File: src/rtl/dcs_pkg.sv
package dcs_pkg;
    localparam int PTR_W  = 64;
    localparam int WORD_W = 32;
    localparam int STS_W  = 3;
    localparam logic [PTR_W-1:0] HI_OFS = PTR_W'(WORD_W / 8);

    typedef logic [PTR_W-1:0]  ptr_t;
    typedef logic [WORD_W-1:0] word_t;

    typedef enum logic [2:0] {
        S_IDLE, S_FLO, S_FHI, S_RUN, S_PARK, S_RLO, S_RHI
    } seq_st_e;

    typedef struct packed {
        logic set_eoc;
        logic set_abort;
        logic set_err;
        logic take_res;
        logic took_start;
    } seq_evt_t;

    typedef struct packed {
        logic err;
        logic abort;
        logic eoc;
    } chan_sts_t;

    function automatic logic ptr_is_null(ptr_t p);
        return p == '0;
    endfunction
endpackage

File: src/rtl/dcs_regs.sv
module dcs_regs
    import dcs_pkg::*;
(
    input  logic                 clk,
    input  logic                 rst,
    input  logic                 ctl_wr,
    input  logic                 ctl_susp,
    input  logic                 ctl_res,
    input  logic                 sts_wr,
    input  logic [STS_W-1:0]     sts_clr,
    input  logic                 busy,
    input  seq_evt_t             evt,
    output logic                 susp_q,
    output logic                 res_pend,
    output chan_sts_t            sts
);
    always_ff @(posedge clk) begin
        if (rst) begin
            susp_q   <= 1'b0;
            res_pend <= 1'b0;
            sts      <= '0;
        end else begin
            if (ctl_wr) susp_q <= ctl_susp;

            // pending resume: dropped when taken, when abort appears, or when idle cannot use it
            if (evt.take_res || evt.set_abort || (!busy && res_pend))
                res_pend <= 1'b0;
            else if (ctl_wr && ctl_res && !sts.abort)
                res_pend <= 1'b1;

            if (evt.set_eoc)
                sts.eoc <= 1'b1;
            else if (evt.take_res || evt.took_start || (sts_wr && sts_clr[0]))
                sts.eoc <= 1'b0;

            if (evt.set_abort)
                sts.abort <= 1'b1;
            else if (sts_wr && sts_clr[1])
                sts.abort <= 1'b0;

            if (evt.set_err)
                sts.err <= 1'b1;
            else if (sts_wr && sts_clr[2])
                sts.err <= 1'b0;
        end
    end

    assert_abort_blocks_resume_R6: assert property (@(posedge clk) disable iff (rst)
        sts.abort |=> !res_pend);

    assert_resume_clears_eoc_R9: assert property (@(posedge clk) disable iff (rst)
        (evt.take_res && !evt.set_eoc) |=> !sts.eoc);

    assert_w1c_abort_R10: assert property (@(posedge clk) disable iff (rst)
        (sts_wr && sts_clr[1] && !evt.set_abort) |=> !sts.abort);
endmodule

File: src/rtl/dcs_seq.sv
module dcs_seq
    import dcs_pkg::*;
(
    input  logic       clk,
    input  logic       rst,
    input  logic       start_cmd,
    input  ptr_t       start_addr,
    input  logic       susp,
    input  logic       res_pend,
    input  logic       abort_q,
    input  logic       eoc_q,
    input  logic       mem_ack,
    input  word_t      mem_rdata,
    input  logic       xfer_done,
    input  logic       xfer_err,
    input  logic       xfer_fatal,
    output logic       mem_req,
    output ptr_t       mem_addr,
    output logic       xfer_req,
    output ptr_t       cur,
    output logic       busy,
    output logic       parked,
    output seq_evt_t   evt
);
    seq_st_e st, st_n;
    ptr_t    cur_n, nxt, nxt_n;
    ptr_t    reread;

    assign reread   = {mem_rdata, nxt[WORD_W-1:0]};
    assign mem_req  = (st == S_FLO) || (st == S_FHI) || (st == S_RLO) || (st == S_RHI);
    assign mem_addr = ((st == S_FHI) || (st == S_RHI)) ? cur + HI_OFS : cur;
    assign xfer_req = (st == S_RUN);
    assign busy     = (st != S_IDLE);
    assign parked   = (st == S_PARK);

    always_comb begin
        st_n  = st;
        cur_n = cur;
        nxt_n = nxt;
        evt   = '0;
        unique case (st)
            S_IDLE: begin
                if (start_cmd) begin
                    evt.took_start = 1'b1;
                    cur_n          = start_addr;
                    st_n           = S_FLO;
                end else if (res_pend && eoc_q && !abort_q) begin
                    evt.take_res = 1'b1;
                    st_n         = S_RLO;
                end
            end
            S_FLO, S_RLO: begin
                if (mem_ack) begin
                    nxt_n[WORD_W-1:0] = mem_rdata;
                    st_n = (st == S_FLO) ? S_FHI : S_RHI;
                end
            end
            S_FHI: begin
                if (mem_ack) begin
                    nxt_n[PTR_W-1:WORD_W] = mem_rdata;
                    st_n = S_RUN;
                end
            end
            S_RHI: begin
                if (mem_ack) begin
                    nxt_n = reread;
                    if (ptr_is_null(reread)) begin
                        evt.set_eoc = 1'b1;
                        st_n        = S_IDLE;
                    end else begin
                        cur_n = reread;
                        st_n  = S_FLO;
                    end
                end
            end
            S_RUN: begin
                if (xfer_done) begin
                    if (xfer_fatal) begin
                        evt.set_abort = 1'b1;
                        st_n          = S_IDLE;
                    end else begin
                        evt.set_err = xfer_err;
                        if (susp) begin
                            st_n = S_PARK;
                        end else if (res_pend) begin
                            evt.take_res = 1'b1;
                            st_n         = S_RLO;
                        end else if (ptr_is_null(nxt)) begin
                            evt.set_eoc = 1'b1;
                            st_n        = S_IDLE;
                        end else begin
                            cur_n = nxt;
                            st_n  = S_FLO;
                        end
                    end
                end
            end
            S_PARK: begin
                if (!susp) begin
                    if (res_pend) begin
                        evt.take_res = 1'b1;
                        st_n         = S_RLO;
                    end else if (ptr_is_null(nxt)) begin
                        evt.set_eoc = 1'b1;
                        st_n        = S_IDLE;
                    end else begin
                        cur_n = nxt;
                        st_n  = S_FLO;
                    end
                end
            end
            default: st_n = S_IDLE;
        endcase
    end

    always_ff @(posedge clk) begin
        if (rst) begin
            st  <= S_IDLE;
            cur <= '0;
            nxt <= '0;
        end else begin
            st  <= st_n;
            cur <= cur_n;
            nxt <= nxt_n;
        end
    end

    assert_idle_needs_command_R1: assert property (@(posedge clk) disable iff (rst)
        (st == S_IDLE && !start_cmd && !(res_pend && eoc_q && !abort_q)) |=> st == S_IDLE);

    assert_read_held_R2: assert property (@(posedge clk) disable iff (rst)
        (mem_req && !mem_ack) |=> (mem_req && $stable(mem_addr)));

    assert_fatal_stops_R5: assert property (@(posedge clk) disable iff (rst)
        (xfer_req && xfer_done && xfer_fatal) |=> (!xfer_req && !mem_req));

    assert_park_holds_R7: assert property (@(posedge clk) disable iff (rst)
        (st == S_PARK && susp) |=> st == S_PARK);

    assert_reread_no_run_R8: assert property (@(posedge clk) disable iff (rst)
        (st == S_RHI && mem_ack) |=> (st == S_FLO || st == S_IDLE));
endmodule

File: src/rtl/desc_chain_seq.sv
module desc_chain_seq
    import dcs_pkg::*;
(
    input  logic                 clk,
    input  logic                 rst,
    input  logic                 ctl_wr,
    input  logic                 ctl_start,
    input  logic                 ctl_susp,
    input  logic                 ctl_res,
    input  logic [PTR_W-1:0]     start_addr,
    input  logic                 sts_wr,
    input  logic [STS_W-1:0]     sts_clr,
    output logic                 sts_eoc,
    output logic                 sts_abort,
    output logic                 sts_err,
    output logic                 busy,
    output logic                 parked,
    output logic [WORD_W-1:0]    cur_lo,
    output logic [WORD_W-1:0]    cur_hi,
    output logic                 mem_req,
    output logic [PTR_W-1:0]     mem_addr,
    input  logic                 mem_ack,
    input  logic [WORD_W-1:0]    mem_rdata,
    output logic                 xfer_req,
    output logic [PTR_W-1:0]     xfer_desc,
    input  logic                 xfer_done,
    input  logic                 xfer_err,
    input  logic                 xfer_fatal
);
    seq_evt_t  evt;
    chan_sts_t sts;
    logic      susp_q, res_pend;
    ptr_t      cur;

    dcs_regs u_regs (
        .clk      (clk),
        .rst      (rst),
        .ctl_wr   (ctl_wr),
        .ctl_susp (ctl_susp),
        .ctl_res  (ctl_res),
        .sts_wr   (sts_wr),
        .sts_clr  (sts_clr),
        .busy     (busy),
        .evt      (evt),
        .susp_q   (susp_q),
        .res_pend (res_pend),
        .sts      (sts)
    );

    dcs_seq u_seq (
        .clk        (clk),
        .rst        (rst),
        .start_cmd  (ctl_wr && ctl_start),
        .start_addr (start_addr),
        .susp       (susp_q),
        .res_pend   (res_pend),
        .abort_q    (sts.abort),
        .eoc_q      (sts.eoc),
        .mem_ack    (mem_ack),
        .mem_rdata  (mem_rdata),
        .xfer_done  (xfer_done),
        .xfer_err   (xfer_err),
        .xfer_fatal (xfer_fatal),
        .mem_req    (mem_req),
        .mem_addr   (mem_addr),
        .xfer_req   (xfer_req),
        .cur        (cur),
        .busy       (busy),
        .parked     (parked),
        .evt        (evt)
    );

    assign sts_eoc   = sts.eoc;
    assign sts_abort = sts.abort;
    assign sts_err   = sts.err;
    assign cur_lo    = cur[WORD_W-1:0];
    assign cur_hi    = cur[PTR_W-1:WORD_W];
    assign xfer_desc = cur;

    assert_eoc_only_idle_R3: assert property (@(posedge clk) disable iff (rst)
        $rose(sts_eoc) |-> !busy);

    assert_abort_only_idle_R5: assert property (@(posedge clk) disable iff (rst)
        $rose(sts_abort) |-> !busy);

    assert_cur_matches_xfer_R11: assert property (@(posedge clk) disable iff (rst)
        xfer_req |-> ({cur_hi, cur_lo} == xfer_desc));
endmodule

File: config.mk
export PLATFORM = sky130hd
export DESIGN_NAME = desc_chain_seq
export DESIGN_NICKNAME = d
export VERILOG_FILES = /design/src/rtl/dcs_pkg.sv /design/src/rtl/dcs_regs.sv /design/src/rtl/dcs_seq.sv /design/src/rtl/desc_chain_seq.sv
export SDC_FILE = /design/constraint.sdc
export NUM_CORES = 1
export LEC_CHECK = 0
export CORE_MARGIN = 2
export CORE_UTILIZATION = 30
export DETAILED_ROUTE_END_ITERATION = 8
export SETUP_SLACK_MARGIN = 0.3
export SLEW_MARGIN = 20
export SYNTH_ARGS = -nofsm -noshare
export SYNTH_HDL_FRONTEND = slang
export SYNTH_SLANG_ARGS = --single-unit
File: constraint.sdc
create_clock -name clk -period 6.5 [get_ports clk]
set_input_delay 1.3 -clock clk [delete_from_list [all_inputs] [get_ports clk]]
set_output_delay 1.3 -clock clk [all_outputs]
set_load 0.01 [all_outputs]
==> results.md, run 1 <==
* 0.01177 mm^2 — final design area excluding fillers
* yes — TritonCTS clock tree
* 1352 — final net count
* 0 — number of slew-limit violations in the final report
* 1037 — Post-Syn Instances
* 308 — total of buffers placed on input and output ports
* 0 — endpoints failing setup
* 5.155 ns — fin crit period
* 4.455 nW — Static Leak
* 7644 — via count of the first global-routing pass
* 20.43% — Tot GR Track Use
* 0.008322 mm^2 — total standard cell area after synthesis
* 0 — count of nets left with antenna violations after detail routing
* 30.71% — initial core utilization
* 8.025 um^2 — average cell area after synthesis
* clkbuf_16 — root buffer cell
* 0.02710 mm^2 — Floorplan Core Area
* dfxtp_1 — commonest register cell after synthesis
* 0% — FFs w/ async S/R, synth
* dfxtp_1 (33%), nand2_1 (7.8%), a21oi_1 (6.2%) — top cells by area in the synthesized netlist
* 0.004462 W — Tot Pwr
* 5.20 ns — Worst Path Required
* 124 — maximum number of pins on one net before global-route repair
* 0 — CTS hold repair buffers
* 0 — Post-synth EDFFs
* finished, final reports clean — status
* 0 ns — aggregate negative setup slack
* nand2_1 (172), dfxtp_1 (136), a21oi_1 (103) — top cell types by occurrence after synthesis
* 32.72% — Seq/Total Area, Yosys
* 33.79% — headroom to the max-slew limit
* 0.01114 mm^2 — area of placed instances
* 2 — Max Buffers Root-to-Sink
* 0.42 ns — clock network latency to the later pin of the worst-skew pair
* 0 — YS warnings
* 136 — synthesized flop and latch total
* 22780 um — detailed placer's ending HPWL
* 3.85 ns — critical path data arrival time
* 1148 — synthesized net count
* 32.72% — portion of synthesized cell area occupied by the leading cell type
* 17 — Num CTS Buffers
* dfxtp_1 — leading area contributor after synthesis
* 2 — antenna violations before repair
* 0.8626 — final weighted congestion of routability-driven global placement
* no — setup repair after global routing missed its margin
* 379.1 mW/mm^2 — cell area power density
* flip-flop — critical path startpoint category
* 41.44% — relative area change from synthesis to final layout
* 136 — clk sink count
* 0 — DRC violation count after routing
* 0 — PostCTS Resize Cnt
* flip-flop to flip-flop — class of the most critical hold timing path
* 0 — overflow left after global routing
* 0.01209 ns — worst setup skew after layout
* 170.6 um — Die X-Extent
* 43.43% — fin util
* nand2_1 — most instantiated library cell after synthesis
* 18.84 um — detail-routed net length per standard cell
* 6.225% — share of final-layout standard cells stronger than drive strength 1
* 4 — depth of the CTS H-tree
* 0.02909 mm^2 — area of the die
* 0.0001690 V — worst supply voltage drop on vdd
* 5 — number of detailed-route iterations in the first pass
* 79.31% — Final Cycle Share
* 45480 um — wire length of the first global-routing pass
* flip-flop to output port — worst setup path category
* 56 — count of unique library cells instantiated by Yosys
* 0.1940 GHz — max frequency
* 589 — number of design-rule violations left by the first detailed-router iteration
* 4.959 — via density per instance
* 14 — highest fanout seen on the critical path
* 8073 — routed vias
* 170.6 um — die span in y
* 3.20 ns — setup slack, reg-to-reg
* 60 — placement row count
* 0 — hold violation count in the final report
* 30670 um — overall routed net length
* 0.9932 ns — pin slew with the least headroom to its limit
* 309 — io pins
* 0 — number of max-capacitance violations reported
* 0.06 ns — CTS clock-pin slew for the worst setup and hold paths
* output port — Crit. End Element
* 0 — Post-CTS Setup Repair Bufs
worst paths after layout:
kind                                    start       endpoint  cells past startpoint
worst min register to register  u_seq.nxt[56]  u_seq.nxt[56]                      2
worst max-delay path              u_seq.st[1]   mem_addr[57]                      7
worst min-delay path            u_seq.nxt[56]  u_seq.nxt[56]                      2
worst max register to register    u_seq.st[0]  u_seq.cur[11]                      7
registers in the layout, indices dropped and copies added (netlist names):
signal,cells
u_regs.sts,3
u_seq.cur,64
u_seq.nxt,64
u_regs.susp_q,1
u_regs.res_pend,1
u_seq.st,3
kinds of logic (layout without fill, tap and decap cells):
logic type	Yosys count	after routing	synth area share [%]
xor gates and xnor gates	60	60	6.315
DFF	136	136	32.72
and+or+nand+nor	389	389	22.40
buffers and inverters	167	383	11.31
AOI/OAI and AO/OA	215	215	18.27
muxes	69	69	8.841
adders and majority gates	1	1	0.1503
other	0	3	0
placed cells by master (no fill, tap or decap), types with 5 or more instances in the layout:
cell type        count
nor2b_1             36
and2_1               5
and3_1               6
clkbuf_16           17
buf_4                9
a211oi_1            20
nand2_1            171
xnor2_1             51
nand4_1             16
inv_1               35
o21ai_0              5
nor2_1              61
a21oi_1            103
nand2b_1             5
mux2_1              21
a211oi_2            10
mux2i_1             33
mux2_2              15
xor2_1               9
nor3_1              13
a22o_1              25
a22oi_1              8
o211a_1             29
and4_1               5
nand3_1             17
clkdlybuf4s50_1    307
nor4_1              31
dfxtp_1            136
worst max-delay path, cell delays in order (launching register included):
cell             delay [ns]
dfxtp_1                0.58
nand4b_1               0.21
nor4_2                 0.57
nor2b_2                0.43
nand4_1                0.49
nor4_1                 0.42
xnor2_1                0.17
clkdlybuf4s50_1        0.56
report_power, final:
part | switching (W) | internal (W) | leakage, nW
combinational | 0.00104 | 0.00114 | 3.04
sequential | 0.000250 | 0.00101 | 1.11
clock | 0.000365 | 0.000670 | 0.307
total | 0.00165 | 0.00281 | 4.45
through the flow:
stage / worst slack (ns) / hold WS, ns / instances
2_1_floorplan: 3.115 / 0.4483 / 1037
3_3_place_gp: 1.867 / 0.4578 / 1594
3_5_place_dp: 1.815 / 0.4652 / 1594
4_1_cts: 1.313 / 0.4735 / 1625
5_1_grt: 1.093 / 0.4974 / 1625
6_report: 1.345 / 0.4754 / 1628
routing by layer:
layer,vias to the layer above,track usage [%],part of all wire (%)
li1,3950,-,-
met1,3817,27.26,45
met2,287,34.18,48
met3,19,3.886,6.4
met4,0,4.534,1.2
met5,-,0,0
cell type report:
type	count	area [um^2]
Multi-Input combinational cell	734	4669
Clock buffer	23	478.0
Inverter	35	131.4
Sequential cell	136	2723
Antenna cell	3	7.507
Clock inverter	8	143.9
Tap cell	372	465.4
Fill cell	2774	15330
Timing Repair Buffer	317	3152
Note: power is estimated with default switching activity, not from simulation.
==> inputs of run 2 (changes only) <==
==> constraint.sdc (replaced) <==
create_clock -name clk -period 5.08 [get_ports clk]
set_input_delay 1.016 -clock clk [delete_from_list [all_inputs] [get_ports clk]]
set_output_delay 1.016 -clock clk [all_outputs]
set_load 0.01 [all_outputs]
==> results.md, run 2 (synthesized netlist as in run 1, its figures left out) <==
* 0 — overflow left after global routing
* 20.46% — Tot GR Track Use
* 4 — depth of the CTS H-tree
* 1973 um — routed wl met3
* 170.6 um — die span in y
* 2697 — fillers
* 45380 um — wire length of the first global-routing pass
* 0.005673 W — Tot Pwr
* 1358 — final net count
* 0 — DRC violation count after routing
* 0.009353 ns — worst setup skew after layout
* 0.06 ns — CTS clock-pin slew for the worst setup and hold paths
* 22920 um — detailed placer's ending HPWL
* 14 — highest fanout seen on the critical path
* 4.462 ns — fin crit period
* flip-flop — critical path startpoint category
* 136 — clk sink count
* clkdlybuf4s50_1 (307), nand2_1 (171), dfxtp_1 (136) — commonest non-fill, non-tap cells in the layout
* clkdlybuf4s50_1 — commonest non-fill, non-tap cell in the layout
* 0 — endpoints failing setup
* 0.6182 ns — final setup slack of the worst path
* 4.490 nW — Static Leak
* 30.71% — initial core utilization
* no — setup repair after global routing missed its margin
* 5 — number of detailed-route iterations in the first pass
* 0.43 ns — clock network latency to the later pin of the worst-skew pair
* 134 — maximum number of pins on one net before global-route repair
* 30450 um — overall routed net length
* 0.01118 mm^2 — area of placed instances
* 60 — placement row count
* 17 — Num CTS Buffers
* u_seq.cur (64), u_seq.nxt (64) — largest registers
* 13620 um — met1 WL
* 0.7336 ns — Setup Slack @ Placement
* 30.22% — headroom to the max-slew limit
* clkbuf_16 — root buffer cell
* output port — Crit. End Element
* flip-flop to output port — worst setup path category
* 0 — CTS hold repair buffers
* 0.02909 mm^2 — area of the die
* 14440 um — Detail Route met2 WL
* 669 — number of design-rule violations left by the first detailed-router iteration
* 480.4 mW/mm^2 — cell area power density
* 41.92% — relative area change from synthesis to final layout
* 308 — total of buffers placed on input and output ports
* 0.004683 mm^2 — multi-input combinational cell area
* yes — TritonCTS clock tree
* 8149 — routed vias
* 0.0002209 V — worst supply voltage drop on vdd
* 0 — count of nets left with antenna violations after detail routing
* 0 ns — aggregate negative setup slack
* 0.002723 mm^2 — sequential standard cell area
* 0 — number of slew-limit violations in the final report
* 2 — antenna violations before repair
* 4.984 — via density per instance
* 0.2241 GHz — max frequency
* 1.047 ns — pin slew with the least headroom to its limit
* 0.01181 mm^2 — final design area excluding fillers
* 0.02710 mm^2 — Floorplan Core Area
* 18.63 um — detail-routed net length per standard cell
* 0 — number of max-capacitance violations reported
* 6.825% — share of final-layout standard cells stronger than drive strength 1
* met4 — top routing layer used
* 0 — hold violation count in the final report
* 309 — io pins
* finished, final reports clean — status
* 2 — Max Buffers Root-to-Sink
* 0.8699 — final weighted congestion of routability-driven global placement
* 170.6 um — Die X-Extent
* 4.06 ns — Worst Path Required
* 7670 — via count of the first global-routing pass
* 1.67 ns — setup slack, reg-to-reg
* 87.83% — Final Cycle Share
* 3.45 ns — critical path data arrival time
* flip-flop to flip-flop — class of the most critical hold timing path
[run 2: metrics by stage]
| stage | hold slack [ns] | utilization, % | cells |
|---|---|---|---|
| after floorplan | 0.4483 | - | 1037 |
| after global placement | 0.4598 | 41.26 | 1598 |
| after detailed placement | 0.4629 | 41.26 | 1598 |
| after CTS | 0.4698 | 43.49 | 1631 |
| after global routing | 0.4869 | 43.55 | 1632 |
| final | 0.4686 | 43.58 | 1635 |
[run 2: worst max-delay path, stage by stage, from the launching register on]
cell,delay (ns)
dfxtp_1,0.57
nand4b_1,0.22
nor4_2,0.38
buf_4,0.22
nand4_1,0.10
buf_4,0.19
or2_2,0.33
nor4_1,0.28
xnor2_1,0.16
clkdlybuf4s50_1,0.57
[run 2: area by class of cell]
class,count,area share [%]
Multi-Input combinational cell,734,39.65
Timing Repair Buffer,323,27.17
Sequential cell,136,23.05
Clock buffer,23,3.962
Tap cell,372,3.941
Inverter,35,1.112
Clock inverter,9,1.038
Antenna cell,3,0.06357
[run 2: metal layers]
layer	GRT usage [%]	up-vias
li1	-	3968
met1	26.74	3857
met2	34.24	294
met3	4.256	30
met4	5.388	0
met5	0	-
[run 2: where the power goes]
group / total (W) / leakage (nW) / switching (W) / internal [W]
combinational: 0.00280 / 3.09 / 0.00134 / 0.00146
sequential: 0.00160 / 1.11 / 0.000315 / 0.00129
clock: 0.00127 / 0.291 / 0.000479 / 0.000794
total: 0.00567 / 4.49 / 0.00213 / 0.00354
[run 2: worst paths after layout]
check	startpoint	endpoint	cells past startpoint
worst max-delay path	u_seq.st[1]	mem_addr[37]	9
worst max register to register	u_seq.st[0]	u_seq.cur[30]	7
worst min-delay path	u_seq.nxt[8]	u_seq.nxt[8]	2
worst min register to register	u_seq.nxt[8]	u_seq.nxt[8]	2
[run 2: timing repair]
item,4_1_cts,5_1_grt
pin swaps,1,1
endpoints found under the setup margin,3,5
gates cloned,0,0
resized for setup,1,1
buffers inserted,1,1
==> inputs of run 3 (changes only) <==
--- a/config.mk
+++ b/config.mk
@@ -8,6 +8,8 @@
 export CORE_MARGIN = 2
 export CORE_UTILIZATION = 30
 export DETAILED_ROUTE_END_ITERATION = 8
+export DONT_BUFFER_PORTS = 1
+export GPL_ROUTABILITY_DRIVEN = 0
 export SETUP_SLACK_MARGIN = 0.3
 export SLEW_MARGIN = 20
 export SYNTH_ARGS = -nofsm -noshare
==> results.md, run 3 (synthesized netlist as in run 1, its figures left out) <==
* 0 — total of buffers placed on input and output ports
* 3.360 nW — Static Leak
* 0 — hold violation count in the final report
* 0 — count of nets left with antenna violations after detail routing
* 7172 — routed vias
* 309 — io pins
* nand2_1 — commonest non-fill, non-tap cell in the layout
* 0 — CTS hold repair buffers
* 17 — Num CTS Buffers
* 0.0004485 V — worst supply voltage drop on vdd
* nand2_1 (171), dfxtp_1 (136), a21oi_1 (103) — commonest non-fill, non-tap cells in the layout
* 0.8897 ns — pin slew with the least headroom to its limit
* 5.217% — relative area change from synthesis to final layout
* 0 — overflow left after global routing
* 29530 um — overall routed net length
* 0.6691 ns — final setup slack of the worst path
* u_seq.cur (64), u_seq.nxt (64) — largest registers
* 19.57% — Tot GR Track Use
* 0.9096 ns — Setup Slack @ Placement
* 3.39 ns — critical path data arrival time
* 2718 um — routed wl met3
* 6783 — via count of the first global-routing pass
* 21480 um — detailed placer's ending HPWL
* met4 — top routing layer used
* yes — TritonCTS clock tree
* 4 — depth of the CTS H-tree
* 173 — maximum number of pins on one net before global-route repair
* 42470 um — wire length of the first global-routing pass
* u_seq.nxt[58] — startpoint of the worst-slack reg-to-reg timing path
* output port — Crit. End Element
* 60 — placement row count
* 7 — highest fanout seen on the critical path
* 136 — clk sink count
* 8 — cell count of the worst reg-to-reg path
* 0 — number of max-capacitance violations reported
* flip-flop to output port — worst setup path category
* 12510 um — met1 WL
* 8.851% — share of final-layout standard cells stronger than drive strength 1
* 0 — DRC violation count after routing
* 4.411 ns — fin crit period
* 170.6 um — die span in y
* 86.83% — Final Cycle Share
* mem_addr[57] — timing endpoint of the critical path
* 0.02909 mm^2 — area of the die
* finished, final reports clean — status
* 2 — Max Buffers Root-to-Sink
* 0.42 ns — clock network latency to the later pin of the worst-skew pair
* flip-flop — critical path startpoint category
* 6 — number of detailed-route iterations in the first pass
* 2 — antenna violations before repair
* 1.87 ns — setup slack, reg-to-reg
* u_seq.cur[4] — CP Launch Point
* 22.32 um — detail-routed net length per standard cell
* 1048 — final net count
* u_seq.cur[38] — Reg2Reg Capture Point
* 0.2267 GHz — max frequency
* 526 — number of design-rule violations left by the first detailed-router iteration
* 30.71% — initial core utilization
* 40.14% — headroom to the max-slew limit
* flip-flop to flip-flop — class of the most critical hold timing path
* 13720 um — Detail Route met2 WL
* 0.009728 ns — worst setup skew after layout
* 4.06 ns — Worst Path Required
* 5.421 — via density per instance
* 0.06 ns — CTS clock-pin slew for the worst setup and hold paths
* clkbuf_16 — root buffer cell
* no — setup repair after global routing missed its margin
* 0 ns — aggregate negative setup slack
* 543.7 mW/mm^2 — cell area power density
* 0 — number of slew-limit violations in the final report
* 0.02710 mm^2 — Floorplan Core Area
* 0 — endpoints failing setup
* 170.6 um — Die X-Extent
-- run 3: where the power goes --
| part | switching [W] | internal, W |
|---|---|---|
| sequential | 0.000498 | 0.00129 |
| combinational | 0.000983 | 0.000597 |
| clock | 0.000501 | 0.000897 |
-- run 3: area by class of cell --
class	count	area, um^2
fill	2912	18350
multi-input combinational	734	4671
sequential	136	2723
tap	372	465.4
clock buffer	20	456.7
clock inverter	11	193.9
inverter	35	131.4
timing repair buffer	13	110.1
antenna	2	5.005
-- run 3: repair_timing --
action	4_1_cts	5_1_grt
buffers inserted	0	2
resized for setup	0	0
setup endpoints to repair	0	1
-- run 3: how the worst min path moves through the flow --
stage                  startpoint  slack, ns  cells past startpoint             to
finish              u_seq.nxt[10]       0.47                      2  u_seq.nxt[10]
global route        u_seq.nxt[13]       0.49                      2  u_seq.nxt[13]
global placement    u_seq.nxt[36]       0.46                      2  u_seq.nxt[36]
detailed placement  u_seq.nxt[10]       0.46                      2  u_seq.nxt[10]
floorplan           u_seq.nxt[13]       0.45                      2  u_seq.nxt[13]
CTS                 u_seq.nxt[10]       0.47                      2  u_seq.nxt[10]
-- run 3: stage by stage --
| stage | util [%] | area (um^2) | power, W | cells | hold slack (ns) |
|---|---|---|---|---|---|
| 4_1_cts | 32.23 | 8733 | 0.004807 | 1319 | 0.4697 |
| 5_1_grt | 32.30 | 8753 | 0.005021 | 1322 | 0.4891 |
| 6_report | 32.31 | 8756 | 0.004761 | 1323 | 0.4719 |
| 3_5_place_dp | 29.82 | 8083 | 0.003406 | 1288 | 0.4611 |
| 3_3_place_gp | 29.82 | 8082 | 0.003384 | 1288 | 0.4576 |
| 2_1_floorplan | - | 8322 | 0.003226 | 1037 | 0.4483 |
-- run 3: critical path, stage by stage (launching register included) --
cell	delay [ns]
dfxtp_1	0.54
nand4b_1	0.20
nor4_2	0.64
nor2b_2	0.41
nand4_1	0.51
nor4_1	0.43
xnor2_1	0.23
-- run 3: metal layers --
metal	vias up	track usage (%)
met4	0	5.797
met1	3494	24.11
met3	36	7.865
met5	-	0
li1	3344	-
met2	298	31.35
